### src/rtl/sptt_pkg.sv
package sptt_pkg;
  localparam int SUB_N  = 4;
  localparam int PAIR_N = SUB_N / 2;
  localparam int MODE_W = 2;

  typedef enum logic [MODE_W-1:0] {
    THR_ONE   = 2'd0,
    THR_TWO   = 2'd1,
    THR_THREE = 2'd2,
    THR_FOUR  = 2'd3
  } thr_mode_e;

  // Node selects: 1 = AND, 0 = OR
  typedef struct packed {
    logic top_and;
    logic pair_hi_and;
    logic pair_lo_and;
  } node_cfg_t;

  function automatic node_cfg_t decode_mode(thr_mode_e m);
    node_cfg_t c;
    case (m)
      THR_ONE:   c = '{top_and: 1'b0, pair_hi_and: 1'b0, pair_lo_and: 1'b0};
      THR_TWO:   c = '{top_and: 1'b1, pair_hi_and: 1'b0, pair_lo_and: 1'b0};
      THR_THREE: c = '{top_and: 1'b1, pair_hi_and: 1'b0, pair_lo_and: 1'b1};
      default:   c = '{top_and: 1'b1, pair_hi_and: 1'b1, pair_lo_and: 1'b1};
    endcase
    return c;
  endfunction
endpackage

### src/rtl/sptt_hit_latch.sv
module sptt_hit_latch #(
  parameter int N = sptt_pkg::SUB_N
) (
  input  logic         clk,
  input  logic         rst,
  input  logic         clear,
  input  logic [N-1:0] hit_in,
  output logic [N-1:0] hit_q
);
  for (genvar i = 0; i < N; i++) begin : g_lane
    always_ff @(posedge clk) begin
      if (rst || clear) hit_q[i] <= 1'b0;
      else if (hit_in[i]) hit_q[i] <= 1'b1;
    end


    sticky_hit_chk: assert property (@(posedge clk) disable iff (rst)
      (hit_q[i] && !clear) |=> hit_q[i]);
  end


  clear_empties_chk: assert property (@(posedge clk) disable iff (rst)
    clear |=> (hit_q == '0));
endmodule

### src/rtl/sptt_mode_reg.sv
module sptt_mode_reg
  import sptt_pkg::*;
(
  input  logic              clk,
  input  logic              rst,
  input  logic              seq_ready,
  input  logic [MODE_W-1:0] mode_in,
  output node_cfg_t         cfg
);
  thr_mode_e mode_q;

  always_ff @(posedge clk) begin
    if (rst) mode_q <= THR_ONE;
    else if (seq_ready) mode_q <= thr_mode_e'(mode_in);
  end

  assign cfg = decode_mode(mode_q);


  mode_hold_chk: assert property (@(posedge clk) disable iff (rst)
    !seq_ready |=> $stable(mode_q));
endmodule

### src/rtl/sptt_gate_tree.sv
module sptt_gate_tree
  import sptt_pkg::*;
(
  input  logic [SUB_N-1:0] hits,
  input  node_cfg_t        cfg,
  output logic             tree_res
);
  logic [PAIR_N-1:0] pair_and;
  logic [PAIR_N-1:0] pair_res;

  assign pair_and = {cfg.pair_hi_and, cfg.pair_lo_and};

  for (genvar p = 0; p < PAIR_N; p++) begin : g_pair
    assign pair_res[p] = pair_and[p] ? (hits[2*p] & hits[2*p+1])
                                     : (hits[2*p] | hits[2*p+1]);
  end

  assign tree_res = cfg.top_and ? (&pair_res) : (|pair_res);
endmodule

### src/rtl/sptt_pulse_gen.sv
module sptt_pulse_gen (
  input  logic clk,
  input  logic rst,
  input  logic clear,
  input  logic level,
  output logic pulse
);
  logic fired_q;

  always_ff @(posedge clk) begin
    if (rst || clear) begin
      fired_q <= 1'b0;
      pulse   <= 1'b0;
    end else begin
      pulse <= level && !fired_q;
      if (level) fired_q <= 1'b1;
    end
  end


  one_cycle_chk: assert property (@(posedge clk) disable iff (rst)
    pulse |=> !pulse);


  masked_chk: assert property (@(posedge clk) disable iff (rst)
    (fired_q && !clear) |=> !pulse);
endmodule

### src/rtl/subpix_trig_tree.sv
module subpix_trig_tree
  import sptt_pkg::*;
(
  input  logic              clk,
  input  logic              rst,
  input  logic [SUB_N-1:0]  sub_hit,
  input  logic [MODE_W-1:0] mode_in,
  input  logic              seq_ready,
  input  logic              clear,
  output logic              pix_trig
);
  logic [SUB_N-1:0] hit_q;
  node_cfg_t        cfg;
  logic             tree_res;

  sptt_hit_latch #(.N(SUB_N)) u_latch (
    .clk(clk), .rst(rst), .clear(clear), .hit_in(sub_hit), .hit_q(hit_q)
  );

  sptt_mode_reg u_mode (
    .clk(clk), .rst(rst), .seq_ready(seq_ready), .mode_in(mode_in), .cfg(cfg)
  );

  sptt_gate_tree u_tree (
    .hits(hit_q), .cfg(cfg), .tree_res(tree_res)
  );

  sptt_pulse_gen u_pulse (
    .clk(clk), .rst(rst), .clear(clear), .level(tree_res), .pulse(pix_trig)
  );


  no_trig_after_clear_chk: assert property (@(posedge clk) disable iff (rst)
    clear |=> !pix_trig);


  any_hit_or_chk: assert property (@(posedge clk) disable iff (rst)
    (cfg == node_cfg_t'(3'b000) && hit_q != '0) |-> tree_res);


  all_and_chk: assert property (@(posedge clk) disable iff (rst)
    (cfg == node_cfg_t'(3'b111) && tree_res) |-> (&hit_q));
endmodule

### config.mk
export PLATFORM = sky130hd
export DESIGN_NAME = subpix_trig_tree
export DESIGN_NICKNAME = d
export VERILOG_FILES = /design/src/rtl/sptt_pkg.sv /design/src/rtl/sptt_hit_latch.sv /design/src/rtl/sptt_mode_reg.sv /design/src/rtl/sptt_gate_tree.sv /design/src/rtl/sptt_pulse_gen.sv /design/src/rtl/subpix_trig_tree.sv
export SDC_FILE = /design/constraint.sdc
export NUM_CORES = 1
export LEC_CHECK = 0
export ABC_AREA = 0
export ABC_CLOCK_PERIOD_IN_PS = 1300
export BUFFER_PORTS_ARGS = -buffer_cell sky130_fd_sc_hd__buf_4
export CAP_MARGIN = 20
export CORE_AREA = 2 2 39 41
export DETAILED_ROUTE_END_ITERATION = 8
export DIE_AREA = 0 0 41 43
export PLACE_DENSITY = 0.44
export SYNTH_ARGS = -nofsm -noshare
export SYNTH_HDL_FRONTEND = slang
export SYNTH_SLANG_ARGS = --single-unit
### constraint.sdc
create_clock -name clk -period 1.3 [get_ports clk]
set_clock_uncertainty 0.1 [all_clocks]
set_input_delay 0.065 -clock clk [delete_from_list [all_inputs] [get_ports clk]]
set_output_delay 0.065 -clock clk [all_outputs]
set_load 0.02 [all_outputs]
==> results.toml, run 1 <==
[routing]
routed_wl_um = 585
dr.pass1.iters = 3
vias = 280
drt_iter0_drc = 1
drcViolationCount = 0
avgViaCountPerCell = 4.18
ant_nets = 0
wl_per_cell_um = 8.73

[layout]
area_delta_synth_final_pct = 67.8
final.fill_count = 149
drive_gt1_share_pct = 31.4
antennaDiodeCount = 0
nets = 63

[yosys]
yosysWarnings = 0
syn_area_um2 = 307
synth_area_leaders = "dfxtp_1 52%, o21a_1 12%, mux2i_1 6.5%"
yosysSeqAreaShare_pct = 52.2
ys_types = 13
synth_nets = 39
yosys.area.top_type = "dfxtp_1"
ys_seq_elements = 8
syn_inst = 29
synth_top_area_share_pct = 52.2
syn_avg_cell_area_um2 = 10.6

[floorplan]
rows = 14
die_area_um2 = 1760
ios = 11
initial_core_util_pct = 22.2
core_um2 = 1380
die_h_um = 43
die_width_um = 41

[clock_network]
post_cts_buffers = 0
cts-root-buf = "clkbuf_4"
h-tree-depth = 1
cts-buffers-inserted = 3
cts_tree = "yes"
clk_path_buf_depth = 2
path_clk_slew_ns = 0.05
clk_latency_ns = 0.25
cts.sinks = 8

[grt]
overflow = 0
grt_util_all_layers_pct = 9.09
grt_pass1_wl_um = 1040
grt_max_degree = 6
antenna_found_initial = 0
grt_pass1_vias = 284

[status]
status = "finished clean"

[timing]
fin_crit_ns = 1.15
report.final.setup_viol = 0
whs_ns = 0.328
fin_crit_sh_pct = 88.4
maxSlewViolCount = 0
tns_ns = 0
worst_slew_pin_slew_ns = 0.315
rsz0062_at_grt = "false"
fmax_ghz = 0.870
maxSlewHeadroom_pct = 78.9
report.final.hold_viol_count = 0

[setup_path]
critical_path_required_ns = 1.38
reg2reg_slack_ns = 0.16
r2r_cells = 4
reg2reg_to = "u_pulse.fired_q$_SDFFE_PP0P_"
path_class = "primary input to flip-flop"
end_kind = "flip-flop"
cp_max_fo = 5
start_kind = "primary input"
worstReg2RegStart = "u_mode.mode_q[1]$_SDFFE_PP0P_"
arrival_ns = 1.23

[hold_path]
min_path_cells = 1
holdPathEnd = "u_pulse.pulse$_SDFF_PP0_"
hold_class = "flip-flop to flip-flop"
min_from = "u_pulse.fired_q$_SDFFE_PP0P_"

[power_and_ir_drop]
leakagePower_nw = 0.212
powerDensity_nw_per_um2 = 1050
ir_drop_mv = 0.493

[flow_run]
maxCapViolCount = 0

[placed_design]
place.gp.congestion = 0.608
io_buffers = 10
[cell type report]
class	instances	area (µm²)	share of cell area [%]
Clock buffer	3	22.5	4.38
Inverter	2	7.51	1.46
Multi-Input combinational cell	19	139	27.0
Sequential cell	8	160	31.1
Tap cell	16	20.0	3.89
Timing Repair Buffer	19	165	32.1
[through the flow]
step	util, %	instance area (µm²)	power (mW)	setup WS, ns	cells
2_1_floorplan	-	307	0.307	0.232	29
3_3_place_gp	29.0	402	0.338	0.171	55
3_5_place_dp	29.0	402	0.339	0.152	55
4_1_cts	37.2	514	0.553	0.143	67
5_1_grt	37.2	514	0.580	0.0312	67
6_report	37.2	514	0.538	0.151	67
[cells in the final DEF (no fill, tap or decap)]
master	n
buf_4	10
dlygate4sd3_1	9
dfxtp_1	8
o21a_1	5
nor2_1	4
clkbuf_4	3
mux2i_1	2
inv_1	2
nand2_1	1
o21bai_1	1
a21oi_2	1
nor2b_1	1
o21ai_0	1
o221ai_2	1
nor4_2	1
a21boi_1	1
[worst max-delay path, cell delays in order]
cell and delay (ns):
dlygate4sd3_1 0.54, buf_4 0.15, nor2_1 0.27, a21boi_1 0.20
[report_power, final]
| group | internal [mW] | total [mW] | switching (mW) |
|---|---|---|---|
| sequential | 0.259 | 0.269 | 0.0102 |
| combinational | 0.0569 | 0.0855 | 0.0287 |
| clock | 0.105 | 0.184 | 0.0787 |
[cell families (layout without fill, tap and decap cells)]
kind of cell           count (synthesis)  in the layout  share of synthesized area, %
buffers and inverters                  2             24                          2.45
AND/OR/NAND/NOR                        7              7                          12.2
multiplexers                           2              2                          6.53
AO/OA/AOI/OAI                         10             10                          26.5
flip-flops                             8              8                          52.2
[cell usage after synthesis]
| library cell | number |
|---|---|
| o221ai_2 | 1 |
| nor4_2 | 1 |
| o21ai_0 | 1 |
| o21bai_1 | 1 |
| o21a_1 | 5 |
| inv_1 | 2 |
| a21boi_1 | 1 |
| mux2i_1 | 2 |
| nand2_1 | 1 |
| nor2b_1 | 1 |
| nor2_1 | 4 |
| dfxtp_1 | 8 |
| a21oi_2 | 1 |
[per-layer routing]
layer	GRT usage (%)	part of all wire [%]	routed length, µm	up-vias
met4	8.00	0	0	0
met3	3.14	3.6	21	0
met5	0	0	0	-
met2	12.8	53	311	3
li1	-	-	-	147
met1	10.2	43	252	130
[worst max path at each step]
stage	startpoint	endpoint	slack, ns	depth (start not counted)
after floorplan	u_mode.mode_q[1]$_SDFFE_PP0P_	u_pulse.fired_q$_SDFFE_PP0P_	0.23	4
after detailed placement	u_mode.mode_q[1]$_SDFFE_PP0P_	u_pulse.fired_q$_SDFFE_PP0P_	0.15	4
after global routing	u_mode.mode_q[0]$_SDFFE_PP0P_	u_pulse.pulse$_SDFF_PP0_	0.03	4
final	rst	u_pulse.fired_q$_SDFFE_PP0P_	0.15	4
after CTS	rst	u_pulse.fired_q$_SDFFE_PP0P_	0.14	4
after global placement	u_mode.mode_q[1]$_SDFFE_PP0P_	u_pulse.fired_q$_SDFFE_PP0P_	0.17	4
[state kept, by name, indices dropped and copies added (netlist names)]
name             flops
u_mode.mode_q        2
u_pulse.pulse        1
u_latch.hit_q        4
u_pulse.fired_q      1
[timing repair]
action	4_1_cts	5_1_grt
gates resized for setup	0	0
hold buffers	9	0
hold endpoints to repair	7	0
setup endpoints to repair	0	0
Power figures use the tool's default switching activity.
==> run 2: changes to the inputs <==
GPL_TIMING_DRIVEN = 1   (was unset)
RECOVER_POWER = 25   (was unset)
SLEW_MARGIN = 20   (was unset)
==> run 2 against run 1 <==
Against the previous run: first-iteration DRC count stayed put; design area decreased by 1.5%; via count did not move; total power down 0.48%; sequential share of layout area grew 0.46 points; register-to-register slack hardly changed; sequential power about the same; clock power barely moved; worst hold slack hardly changed.
==> results.toml, run 2 (same netlist as run 1, synthesis figures left out) <==
[routing]
vias = 280
drt_iter0_drc = 1
dr.pass1.iters = 3
ant_nets = 0
drcViolationCount = 0
routed_wl_um = 584
wl_per_cell_um = 8.72
avgViaCountPerCell = 4.18

[floorplan]
die_width_um = 41
ios = 11
die_h_um = 43
die_area_um2 = 1760
rows = 14
core_um2 = 1380
initial_core_util_pct = 22.2

[layout]
final_common_cell = "dlygate4sd3_1"
top_regs = "u_latch.hit_q x4, u_mode.mode_q x2"
mostFrequentLayoutCells = "9 x dlygate4sd3_1, 8 x buf_4, 8 x dfxtp_1"
fin_util_pct = 36.6
largest_reg_flops = 4
largest_register = "u_latch.hit_q"
nets = 63
drive_gt1_share_pct = 27.5
area_delta_synth_final_pct = 65.3
antennaDiodeCount = 0

[hold_path]
hold_class = "flip-flop to flip-flop"

[power_and_ir_drop]
powerDensity_nw_per_um2 = 1060
power_mw = 0.536
ir_drop_mv = 0.493
leakagePower_nw = 0.205

[grt]
use_met2_pct = 12.8
overflow = 0
grt_util_met3_pct = 3.14
grt_pass1_vias = 284
antenna_found_initial = 0
met1_usage_pct = 10.2
grt_pass1_wl_um = 1040
grt_util_all_layers_pct = 9.09
grt_max_degree = 6
top_usage_layer = "met2"

[setup_path]
critical_path_required_ns = 1.38
cp_max_fo = 5
r2r_cells = 4
arrival_ns = 1.23
path_class = "primary input to flip-flop"
setup.worst_path.end = "u_pulse.fired_q$_SDFFE_PP0P_"
reg2reg_slack_ns = 0.16
worstReg2RegStart = "u_mode.mode_q[1]$_SDFFE_PP0P_"
end_kind = "flip-flop"
critPathLaunch = "rst"
start_kind = "primary input"
reg2reg_to = "u_pulse.fired_q$_SDFFE_PP0P_"

[timing]
whs_ns = 0.328
maxSlewViolCount = 0
setup_slack_ns = 0.151
rsz0062_at_grt = "false"
fmax_ghz = 0.870
tns_ns = 0
worst_slew_pin_slew_ns = 0.315
report.final.hold_viol_count = 0
fin_crit_sh_pct = 88.4
fin_crit_ns = 1.15
report.final.setup_viol = 0
maxSlewHeadroom_pct = 78.9

[clock_network]
cts_resized = 0
clk_latency_ns = 0.25
cts-buffers-inserted = 3
h-tree-depth = 1
cts_tree = "yes"
post_cts_buffers = 0
cts.sinks = 8
path_clk_slew_ns = 0.05
clk_path_buf_depth = 2
cts-root-buf = "clkbuf_4"

[status]
status = "finished clean"

[placed_design]
dp_slack_ns = 0.152
place.gp.congestion = 0.608
io_buffers = 10

[flow_run]
maxCapViolCount = 0
## run 2: cell types whose count changed in the layout (fill, tap and decap cells not counted)
cell | previous run | this run
buf_4 | 10 | 8
clkbuf_1 | 0 | 2
## run 2: where the power goes
group          switching (mW)  internal, mW  total [mW]
registers              0.0102         0.259       0.269
logic                  0.0286        0.0544      0.0830
clock network          0.0787         0.105       0.184
total                   0.118         0.418       0.536
## run 2: per-stage QoR
step,instances,cell area (µm²)
floorplan,29,307
global placement,55,402
detailed placement,55,402
CTS,67,514
global route,67,507
finish,67,507
## run 2: cell type report
type | instances | area, µm²
sequential | 8 | 160
tap | 16 | 20.0
inverter | 2 | 7.51
multi-input combinational | 19 | 139
clock buffer | 3 | 22.5
fill | 147 | 877
timing repair buffer | 19 | 158
## run 2: worst min path at each step
stage	startpoint	end	slack [ns]	cells after the start
global route	u_pulse.fired_q$_SDFFE_PP0P_	u_pulse.pulse$_SDFF_PP0_	0.34	1
CTS	u_pulse.fired_q$_SDFFE_PP0P_	u_pulse.pulse$_SDFF_PP0_	0.33	1
finish	u_pulse.fired_q$_SDFFE_PP0P_	u_pulse.pulse$_SDFF_PP0_	0.33	1
floorplan	rst	u_pulse.pulse$_SDFF_PP0_	0.04	1
global placement	clear	u_pulse.pulse$_SDFF_PP0_	0.14	2
detailed placement	clear	u_pulse.pulse$_SDFF_PP0_	0.15	2
## run 2: critical path, stage by stage
cell	delay, ns
dlygate4sd3_1	0.54
buf_4	0.15
nor2_1	0.27
a21boi_1	0.20
## run 2: what timing repair did
action | CTS | global route
setup endpoints to repair | 0 | 0
endpoints found under the hold margin | 7 | 0
hold buffers | 9 | 0
## run 2: routing by layer
| layer | vias up | part of all wire, % |
|---|---|---|
| met5 | - | 0 |
| met4 | 0 | 0 |
| met3 | 0 | 3.6 |
| met2 | 3 | 53 |
| met1 | 130 | 43 |
| li1 | 147 | - |
==> run 3: changes to the inputs <==
PLACE_DENSITY = 0.45   (was 0.44)
SYNTH_HIERARCHICAL = 1   (was unset)
==> run 3 against run 2 <==
Against the previous run: the run now ends with negative setup slack left; global-route usage increased by 0.16 points; clock power about the same; area after synthesis is 2.4% higher; count of clock-buffer cells in the layout did not move; first-iteration DRC count down 100%; critical endpoint is now u_pulse/pulse$_SDFF_PP0_.
==> results.toml, run 3 <==
[power_and_ir_drop]
netSwitchingFraction_pct = 21.9
leakagePower_nw = 0.230
pwr-share-seq_pct = 48.8
ir_drop_mv = 0.354
powerDensity_nw_per_um2 = 1020
clkPwrFrac_pct = 33.7
switchingPower_mw = 0.120
pwr-share-comb_pct = 17.5
p_int_mw = 0.429

[grt]
grt_pass1_vias = 292
overflow = 0
antenna_found_initial = 0
grt_max_degree = 6
grt_pass1_wl_um = 1040
grt_util_all_layers_pct = 9.25

[yosys]
yosysSeqAreaShare_pct = 51.0
syn_inst = 29
async_flop_share_pct = 0
synth_edf_count = 0
syn_area_um2 = 314
yosys_most_used_dff = "dfxtp_1"
yosys.area.top_type = "dfxtp_1"
netlist_top_cells_count = "8 x dfxtp_1, 4 x o21a_1, 3 x inv_1, 3 x maj3_2, 3 x nor2_1"
synth_nets = 39
synth.most_common_cell = "dfxtp_1"
ys_types = 12
syn_avg_cell_area_um2 = 10.8
ys_seq_elements = 8
synth_top_area_share_pct = 51.0
yosysWarnings = 6
synth_area_leaders = "dfxtp_1 51%, maj3_2 11%, o21a_1 9.6%"

[floorplan]
initial_core_util_pct = 22.7
die_area_um2 = 1760
die_width_um = 41
rows = 14
core_um2 = 1380
ios = 11
die_h_um = 43

[clock_network]
clk_path_buf_depth = 2
clk_latency_ns = 0.25
cts-root-buf = "clkbuf_4"
cts_tree = "yes"
path_clk_slew_ns = 0.05
h-tree-depth = 1
cts-buffers-inserted = 3
cts.sinks = 8

[routing]
ant_nets = 0
drcViolationCount = 0
avgViaCountPerCell = 4.07
routed_wl_um = 630
dr.pass1.iters = 1
wl_per_cell_um = 9.40
vias = 273
drt_iter0_drc = 0

[placed_design]
io_buffers = 10
placed_cells = 55
dp_hpwl_um = 415
place_area_um2 = 414
dp_slack_ns = -0.168
place.gp.congestion = 0.683

[layout]
largest_reg_flops = 4
largest_register = "u_latch/hit_q"
antennaDiodeCount = 0
top_regs = "u_latch/hit_q x4, u_mode/mode_q x2"
final.fill_count = 140
area_delta_synth_final_pct = 71.3
mostFrequentLayoutCells = "10 x buf_4, 9 x dlygate4sd3_1, 6 x dfxtp_1"
drive_gt1_share_pct = 47.1
postLayoutCellArea_um2 = 538
final_common_cell = "buf_4"
nets = 63
instances_no_fill = 67

[timing]
report.final.hold_viol_count = 0
setup_slack_ns = -0.156
maxSlewViolCount = 0
maxSlewHeadroom_pct = 83.3
tns_ns = -0.304
report.final.setup_viol = 2
fin_crit_sh_pct = 112
fmax_ghz = 0.687
worst_slew_pin_slew_ns = 0.252
rsz0062_at_grt = "true"
fin_crit_ns = 1.46

[hold_path]
hold_class = "flip-flop to flip-flop"
min_path_cells = 1

[setup_path]
path_cells = "and2_4 > inv_2 > maj3_2 > maj3_2 > nor4b_4"
crit_buf_inv = 1
worst_path_most_repeated_cell = "maj3_2"
end_kind = "flip-flop"
cp_slowest_cell = "dfxtp_2"
cp_top_family = "adder cells"
slowest_delay_ns = 0.33
arrival_ns = 1.49
path_class = "flip-flop to flip-flop"
critical_path_required_ns = 1.34
cp_max_fo = 3
r2r_cells = 5
crit_cells = 5
start_kind = "flip-flop"

[status]
status = "finished, violations left"
violations = "negative setup slack"

[flow_run]
maxCapViolCount = 0
## run 3: power groups by stage
stage                     Sequential (mW)  Combinational [mW]  Clock, mW
after floorplan                     0.272              0.0343          0
after global placement              0.271              0.0688          0
after detailed placement            0.272              0.0697          0
after CTS                           0.267              0.0934      0.198
after global routing                0.270               0.105      0.207
final                               0.268              0.0961      0.185
## run 3: layer usage
metal / up-vias / routed length, µm / GRT usage, %
li1: 139 / - / -
met1: 124 / 282 / 9.68
met3: 0 / 45 / 3.14
met2: 10 / 302 / 12.8
met5: - / 0 / 0
met4: 0 / 0 / 10.0
## run 3: timing repair
| action | in CTS | in global routing |
|---|---|---|
| cloned | 0 | 0 |
| pin swaps | 0 | 2 |
| setup buffers | 0 | 0 |
| gates resized for setup | 4 | 1 |
| endpoints found under the hold margin | 8 | 0 |
| endpoints found under the setup margin | 2 | 2 |
| hold buffers | 9 | 0 |
## run 3: worst register-to-register path, cell delays in order (launching register included)
cell,delay (ns)
dfxtp_2,0.33
and2_4,0.14
inv_2,0.03
maj3_2,0.29
maj3_2,0.33
nor4b_4,0.14
## run 3: cells by family (layout without fill, tap and decap cells)
logic type / count (synthesis) / in the layout / share of synthesized area [%]
buffers and inverters: 4 / 26 / 4.78
and+or+nand+nor: 8 / 8 / 17.5
DFF: 8 / 8 / 51.0
AOI/OAI and AO/OA: 4 / 4 / 9.56
adders and majority gates: 3 / 3 / 10.8
muxes: 2 / 2 / 6.37
## run 3: path summary, 6_finish.rpt
kind,startpoint,to,slack (ns)
hold reg to reg,u_latch/hit_q[3]$_SDFFE_PP0P_,u_latch/hit_q[3]$_SDFFE_PP0P_,0.38
hold / removal,u_latch/hit_q[3]$_SDFFE_PP0P_,u_latch/hit_q[3]$_SDFFE_PP0P_,0.38
setup / recovery,u_mode/mode_q[0]$_SDFFE_PP0P_,u_pulse/pulse$_SDFF_PP0_,-0.16
setup reg to reg,u_mode/mode_q[0]$_SDFFE_PP0P_,u_pulse/pulse$_SDFF_PP0_,-0.16
## run 3: layout make-up
class / count / area (µm²) / share of cell area, %
Multi-Input combinational cell: 17 / 153 / 28.4
Clock buffer: 3 / 22.5 / 4.19
Sequential cell: 8 / 163 / 30.2
Timing Repair Buffer: 20 / 169 / 31.4
Tap cell: 16 / 20.0 / 3.72
Inverter: 3 / 11.3 / 2.09
## run 3: metrics by stage
stage                     util (%)  power (mW)  hold WS (ns)
after floorplan                  -       0.306        0.0300
after global placement        29.9       0.340         0.160
after detailed placement      29.9       0.342         0.164
after CTS                     38.5       0.558         0.355
after global routing          38.9       0.582         0.401
final                         38.9       0.549         0.381
